**src/rtl/cmdq_engine.sv**
```systemverilog
module cmdq_engine #(
  parameter int AW = 48,
  parameter int OW = 15
) (
  input  logic          clk,
  input  logic          rst_n,
  input  logic          cfg_en,
  input  logic [AW-1:0] q_base,
  input  logic [OW-1:0] q_entries,
  input  logic [31:0]   max_devid,
  input  logic [4:0]    max_idbits,
  input  logic [15:0]   max_collid,
  input  logic [15:0]   num_cpu,
  input  logic          wptr_we,
  input  logic [OW-1:0] wptr_val,
  output logic          mem_rd_req,
  output logic [AW-1:0] mem_addr,
  input  logic          mem_rd_ack,
  input  logic [63:0]   mem_rd_data,
  input  logic          mem_rd_err,
  output logic          upd_valid,
  output logic          upd_table,
  output logic [31:0]   upd_id,
  output logic          upd_set,
  output logic [4:0]    upd_size,
  output logic [43:0]   upd_addr,
  output logic [15:0]   upd_target,
  input  logic          upd_done,
  input  logic          upd_err,
  output logic [OW-1:0] rptr,
  output logic          stalled,
  output logic          busy
);
  localparam logic [7:0] OP_DEV = 8'h08;
  localparam logic [7:0] OP_COL = 8'h09;

  typedef enum logic [2:0] {S_IDLE, S_F0, S_DEC, S_F1, S_F2, S_UPD, S_ADV, S_STALL} st_t;

  st_t           st;
  logic          en_q;
  logic [OW-1:0] rd_off, wr_off, wr_eff, rd_next;
  logic [OW:0]   rd_inc;
  logic [7:0]    op;
  logic [31:0]   dev_id;
  logic [4:0]    size_q;
  logic [1:0]    dw_sel;
  logic          en_rise, start, is_dev, dev_ok, col_ok, rd_bad, unused_bits;

  assign en_rise = cfg_en & ~en_q;
  assign wr_eff  = wptr_we ? wptr_val : wr_off;
  assign rd_inc  = {1'b0, rd_off} + 1'b1;
  assign rd_next = (rd_inc >= {1'b0, q_entries}) ? '0 : rd_inc[OW-1:0];
  assign start   = wptr_we && cfg_en && en_q && !stalled && (st == S_IDLE) &&
                   (wptr_val != rd_off) && (wptr_val <= q_entries) && (rd_off <= q_entries);

  assign dw_sel     = (st == S_F1) ? 2'd1 : (st == S_F2) ? 2'd2 : 2'd0;
  assign mem_rd_req = (st == S_F0) || (st == S_F1) || (st == S_F2);
  assign mem_addr   = q_base + AW'({rd_off, dw_sel, 3'b000});
  assign rd_bad     = mem_rd_ack && mem_rd_err;

  assign is_dev = (op == OP_DEV);
  assign dev_ok = (dev_id <= max_devid) && (size_q <= max_idbits);
  assign col_ok = (mem_rd_data[15:0] <= max_collid) && (mem_rd_data[31:16] <= num_cpu);
  assign unused_bits = ^mem_rd_data[62:52];

  assign rptr = rd_off;
  assign busy = (st != S_IDLE);

  always_ff @(posedge clk or negedge rst_n) begin
    if (!rst_n) begin
      st <= S_IDLE; en_q <= 1'b0; rd_off <= '0; wr_off <= '0; stalled <= 1'b0;
      op <= '0; dev_id <= '0; size_q <= '0;
      upd_valid <= 1'b0; upd_table <= 1'b0; upd_id <= '0; upd_set <= 1'b0;
      upd_size <= '0; upd_addr <= '0; upd_target <= '0;
    end else begin
      en_q <= cfg_en;
      if (wptr_we) wr_off <= wptr_val;
      if (en_rise) begin
        st <= S_IDLE; rd_off <= '0; stalled <= 1'b0; upd_valid <= 1'b0;
      end else if (!cfg_en) begin
        st <= S_IDLE; upd_valid <= 1'b0;
      end else begin
        case (st)
          S_IDLE: if (start) st <= S_F0;
          S_F0: if (rd_bad) begin
                  st <= S_STALL; stalled <= 1'b1;
                end else if (mem_rd_ack) begin
                  op <= mem_rd_data[7:0]; dev_id <= mem_rd_data[63:32]; st <= S_DEC;
                end
          S_DEC: st <= (op == OP_DEV) ? S_F1 : (op == OP_COL) ? S_F2 : S_ADV;
          S_F1: if (rd_bad) begin
                  st <= S_STALL; stalled <= 1'b1;
                end else if (mem_rd_ack) begin
                  size_q <= mem_rd_data[4:0]; st <= S_F2;
                end
          S_F2: if (rd_bad) begin
                  st <= S_STALL; stalled <= 1'b1;
                end else if (mem_rd_ack) begin
                  if (is_dev ? dev_ok : col_ok) begin
                    upd_valid  <= 1'b1;
                    upd_table  <= !is_dev;
                    upd_id     <= is_dev ? dev_id : {16'h0, mem_rd_data[15:0]};
                    upd_set    <= mem_rd_data[63];
                    upd_size   <= is_dev ? size_q : 5'd0;
                    upd_addr   <= is_dev ? mem_rd_data[51:8] : 44'd0;
                    upd_target <= is_dev ? 16'd0 : mem_rd_data[31:16];
                    st <= S_UPD;
                  end else begin
                    st <= S_ADV;
                  end
                end
          S_UPD: if (upd_done) begin
                   upd_valid <= 1'b0;
                   if (upd_err) begin
                     st <= S_STALL; stalled <= 1'b1;
                   end else begin
                     st <= S_ADV;
                   end
                 end
          S_ADV: begin
                   rd_off <= rd_next;
                   st <= ((rd_next == wr_eff) || (wr_eff > q_entries)) ? S_IDLE : S_F0;
                 end
          S_STALL: st <= S_STALL;
          default: st <= S_IDLE;
        endcase
      end
    end
  end

  AST_START_CAUSE: assert property (@(posedge clk) disable iff (!rst_n)
    $rose(busy) |-> $past(wptr_we));
  AST_REQ_HOLD: assert property (@(posedge clk) disable iff (!rst_n)
    (mem_rd_req && !mem_rd_ack && cfg_en) |=> (mem_rd_req && $stable(mem_addr)));
  AST_UPD_HOLD: assert property (@(posedge clk) disable iff (!rst_n)
    (upd_valid && !upd_done && cfg_en) |=> (upd_valid && $stable(upd_id) && $stable(upd_table)));
  AST_PTR_STEP: assert property (@(posedge clk) disable iff (!rst_n)
    !$stable(rptr) |-> ((rptr == '0) || (rptr == $past(rptr) + 1'b1)));
  AST_STALL_CAUSE: assert property (@(posedge clk) disable iff (!rst_n)
    $rose(stalled) |-> $past((mem_rd_req && mem_rd_ack && mem_rd_err) || (upd_valid && upd_done && upd_err)));
  AST_STALL_FROZEN: assert property (@(posedge clk) disable iff (!rst_n)
    (stalled && cfg_en && $past(cfg_en)) |=> ($stable(rptr) && !mem_rd_req));
endmodule

```
**config.mk**
```make
export PLATFORM = sky130hd
export DESIGN_NAME = cmdq_engine
export DESIGN_NICKNAME = d
export VERILOG_FILES = /design/src/rtl/cmdq_engine.sv
export SDC_FILE = /design/constraint.sdc
export NUM_CORES = 1
export LEC_CHECK = 0
export ABC_CLOCK_PERIOD_IN_PS = 3400
export CORE_AREA = 2 2 165 183
export CTS_CLUSTER_DIAMETER = 40
export DETAILED_ROUTE_END_ITERATION = 8
export DIE_AREA = 0 0 167 185
export PLACE_DENSITY_LB_ADDON = 0.3
export SYNTH_ARGS = -nofsm -noshare
export SYNTH_HDL_FRONTEND = slang
export SYNTH_SLANG_ARGS = --single-unit
```
**constraint.sdc**
```tcl
create_clock -name clk -period 3.4 [get_ports clk]
set_input_delay 0.51 -clock clk [delete_from_list [all_inputs] [get_ports clk]]
set_output_delay 0.51 -clock clk [all_outputs]
set_load 0.01 [all_outputs]
```
==> flow_metrics.py <==
metrics = {
    "power": {
        "p_per_area_mw_per_mm2": 278,
        "max-vdd-ir-drop_uv": 346,
        "p_leak_uw": 0.00920,
    },
    "routing": {
        "dr_total_vias": 12700,
        "drt_iter0_drc": 724,
        "drt_wl_total_mm": 43.7,
        "drtPass1Iterations": 4,
        "drc": 0,
        "drt-wirelength-per-cell_um": 18.5,
        "via_per_inst": 5.37,
        "final_antenna_net_count": 0,
    },
    "yosys": {
        "yosys-top-cells-count": "239 x nand2_1, 180 x dfrtp_1, 149 x o21ai_0, 147 x ha_1, 119 x inv_1",
        "yosys_warnings": 0,
        "syn_area_mm2": 0.0126,
        "synth_cells": 1417,
        "synth-seq-cells": 180,
        "dominantRegCellSynth": "dfrtp_1",
        "yosys.area.top_type": "dfrtp_1",
        "synth.area.top_cells": "dfrtp_1 36%, ha_1 15%, nand2_1 7.1%",
        "yosysTopAreaCellShare": 0.357,
        "synth_nets": 1784,
        "synth_cell_types": 73,
        "synth_area_per_cell_um2": 8.91,
        "synthArstFlopShare": 1.00,
        "synth_seq_area_share": 0.357,
        "synth.most_common_cell": "nand2_1",
        "synth-edff-count": 0,
    },
    "grt": {
        "globalRouteOverflowTotal": 0,
        "antenna_found_initial": 0,
        "grt_max_degree": 80,
        "grt_util_all_layers": 0.278,
        "grt_pass1_vias": 13000,
        "grt_pass1_wl_mm": 68.0,
    },
    "cts": {
        "clkTransAtPathRegs_ns": 0.08,
        "numCtsBuffers": 17,
        "cts_sinks": 180,
        "cts-htree-levels": 4,
        "root_buffer": "clkbuf_16",
        "cts_tree": "yes",
        "clk_path_buf_depth": 2,
        "clk_latency_ns": 0.44,
    },
    "critical_path": {
        "worstPathRequired_ns": 3.70,
        "cp_slowest_cell": "o41a_1",
        "slowest_delay_ns": 0.52,
        "worstSetupStartpointType": "flop",
        "crit_arrival_ns": 4.20,
        "cp_cell_sequence": "buf_6, nand4_4, or2_4, or3_1, nand2_2, ha_1, a21oi_1, o211ai_1, a21oi_2, o41a_1, buf_4, a211o_1, a22o_1, or4_4, nor4_4, o21ai_1",
        "critPathMaxFanout": 6,
        "critical_path.endpoint_type": "flop",
        "worstSetupPathType": "flop to flop",
    },
    "die": {
        "rows": 66,
        "io_pins": 385,
        "die_h_um": 185,
        "start_util": 0.433,
        "core_mm2": 0.0292,
        "dieArea_mm2": 0.0309,
        "fp.dieW_um": 167,
    },
    "cells_and_area": {
        "area_growth_pct": 53.3,
        "fin_cells": 2364,
        "drive_gt1_frac": 0.224,
        "fin_nets": 2344,
        "design_area_mm2": 0.0194,
        "postLayoutCoreUtil": 0.664,
        "antennaDiodeCount": 0,
    },
    "sta": {
        "setup_viol": 38,
        "fin_tns_setup_ns": -11.42,
        "finalHoldViolCount": 0,
        "min_period_ns": 3.90,
        "slew_viol_final": 0,
        "clock_skew_ns": 0.0182,
        "rsz0062_at_grt": "true",
        "fin_ws_ns": -0.501,
        "slew_headroom": 0.523,
        "fmax_ghz": 0.256,
        "fin_crit_sh": 1.15,
        "worst_slew_pin_slew_ns": 0.716,
    },
    "status": {
        "status": "finished, violations left",
        "violations": "setup timing",
    },
    "placement": {
        "gp_congestion": 0.920,
        "dp_cells": 2312,
        "portBuffers": 378,
        "hpwl_mm": 34.9,
        "placed_cell_area_mm2": 0.0183,
    },
    "hold_path": {
        "hold_class": "input pin to async pin",
    },
    "job": {
        "maxCapViolations": 0,
    },
}
[placed cells by master, fill, tap and decap left out, types with 36 or more instances in the layout]
cell type / count
clkdlybuf4s50_1: 337
ha_1: 142
nand2_1: 231
nor2_1: 36
dfrtp_1: 176
mux2_2: 53
xnor2_1: 49
buf_4: 200
inv_1: 114
o21ai_0: 143
a21oi_1: 50
[cell type report]
cell class,instances,area [µm²]
inverter,121,458
multi-input combinational,1055,7860
clock buffer,17,425
timing repair buffer,602,5470
clock inverter,15,168
fill,2350,9790
tap,374,468
sequential,180,4510
[logic make-up (layout without fill, tap and decap cells)]
logic type / after synthesis / in the layout / share of synthesized area
buf+inv: 183 / 755 / 0.0609
compound gates: 330 / 330 / 0.160
xor+xnor: 72 / 72 / 0.0511
flops: 180 / 180 / 0.357
mux: 76 / 76 / 0.0655
simple gates: 428 / 429 / 0.159
fa+ha+maj: 148 / 148 / 0.147
[metal layers]
| metal | up-vias | GRT usage | wire (µm) |
|---|---|---|---|
| li1 | 6084 | - | - |
| met4 | 0 | 0.112 | 1600 |
| met1 | 6048 | 0.315 | 16700 |
| met2 | 469 | 0.502 | 22100 |
| met5 | - | 0 | 0 |
| met3 | 88 | 0.0692 | 3400 |
[metrics by stage]
| stage | worst slack (ns) | power (µW) | hold WS (ns) |
|---|---|---|---|
| after global routing | -0.657 | 5630 | 0.117 |
| after global placement | -0.755 | 3380 | 0.460 |
| after floorplan | -0.0479 | 2750 | 0.214 |
| final | -0.501 | 5380 | 0.0533 |
| after CTS | -0.536 | 5420 | 0.100 |
| after detailed placement | -0.828 | 3410 | 0.465 |
[timing repair]
action / 4_1_cts / 5_1_grt
gates resized for setup: 210 / 51
pin swaps: 33 / 42
buffers inserted: 13 / 9
hold buffers: 0 / 0
setup endpoints to repair: 51 / 51
gates cloned: 1 / 0
[path summary, 6_finish.rpt]
| path | endpoint | slack [ns] | cells after the start | startpoint |
|---|---|---|---|---|
| worst max-delay path | st[0] | -0.50 | 16 | rptr[0] |
| worst min-delay path | wr_off[7] | 0.05 | 1 | rst_n |
| worst max register to register | st[0] | -0.50 | 16 | rptr[0] |
| worst min register to register | upd_addr[8] | 0.48 | 2 | upd_addr[8] |
| max in group asynchronous | upd_id[30] | 2.44 | 2 | rst_n |
| min in group clk | upd_addr[8] | 0.48 | 2 | upd_addr[8] |
[flip-flops by register name (all words and copies together) (netlist names)]
name / count
size_q: 5
st: 3
rptr: 15
upd_valid: 1
en_q: 1
upd_addr: 44
wr_off: 15
upd_set: 1
op: 8
upd_size: 5
upd_table: 1
dev_id: 32
upd_id: 32
upd_target: 16
stalled: 1
[worst max-delay path: cells and delay by family, from the launching register on]
family                   cells  cell delay [ns]
AND/OR/NAND/NOR              6             1.54
AO/OA/AOI/OAI                7             1.36
flip-flops                   1             0.44
buffers and inverters        2             0.30
adder cells (fa/ha/maj)      1             0.13
[where the power goes]
part           switching (µW)  internal (µW)  leakage, µW  total, µW
sequential               42.3           2200      0.00245       2240
clock                     960           1050     0.000289       2010
combinational             538            593      0.00646       1130
Power figures use the tool's default switching activity.
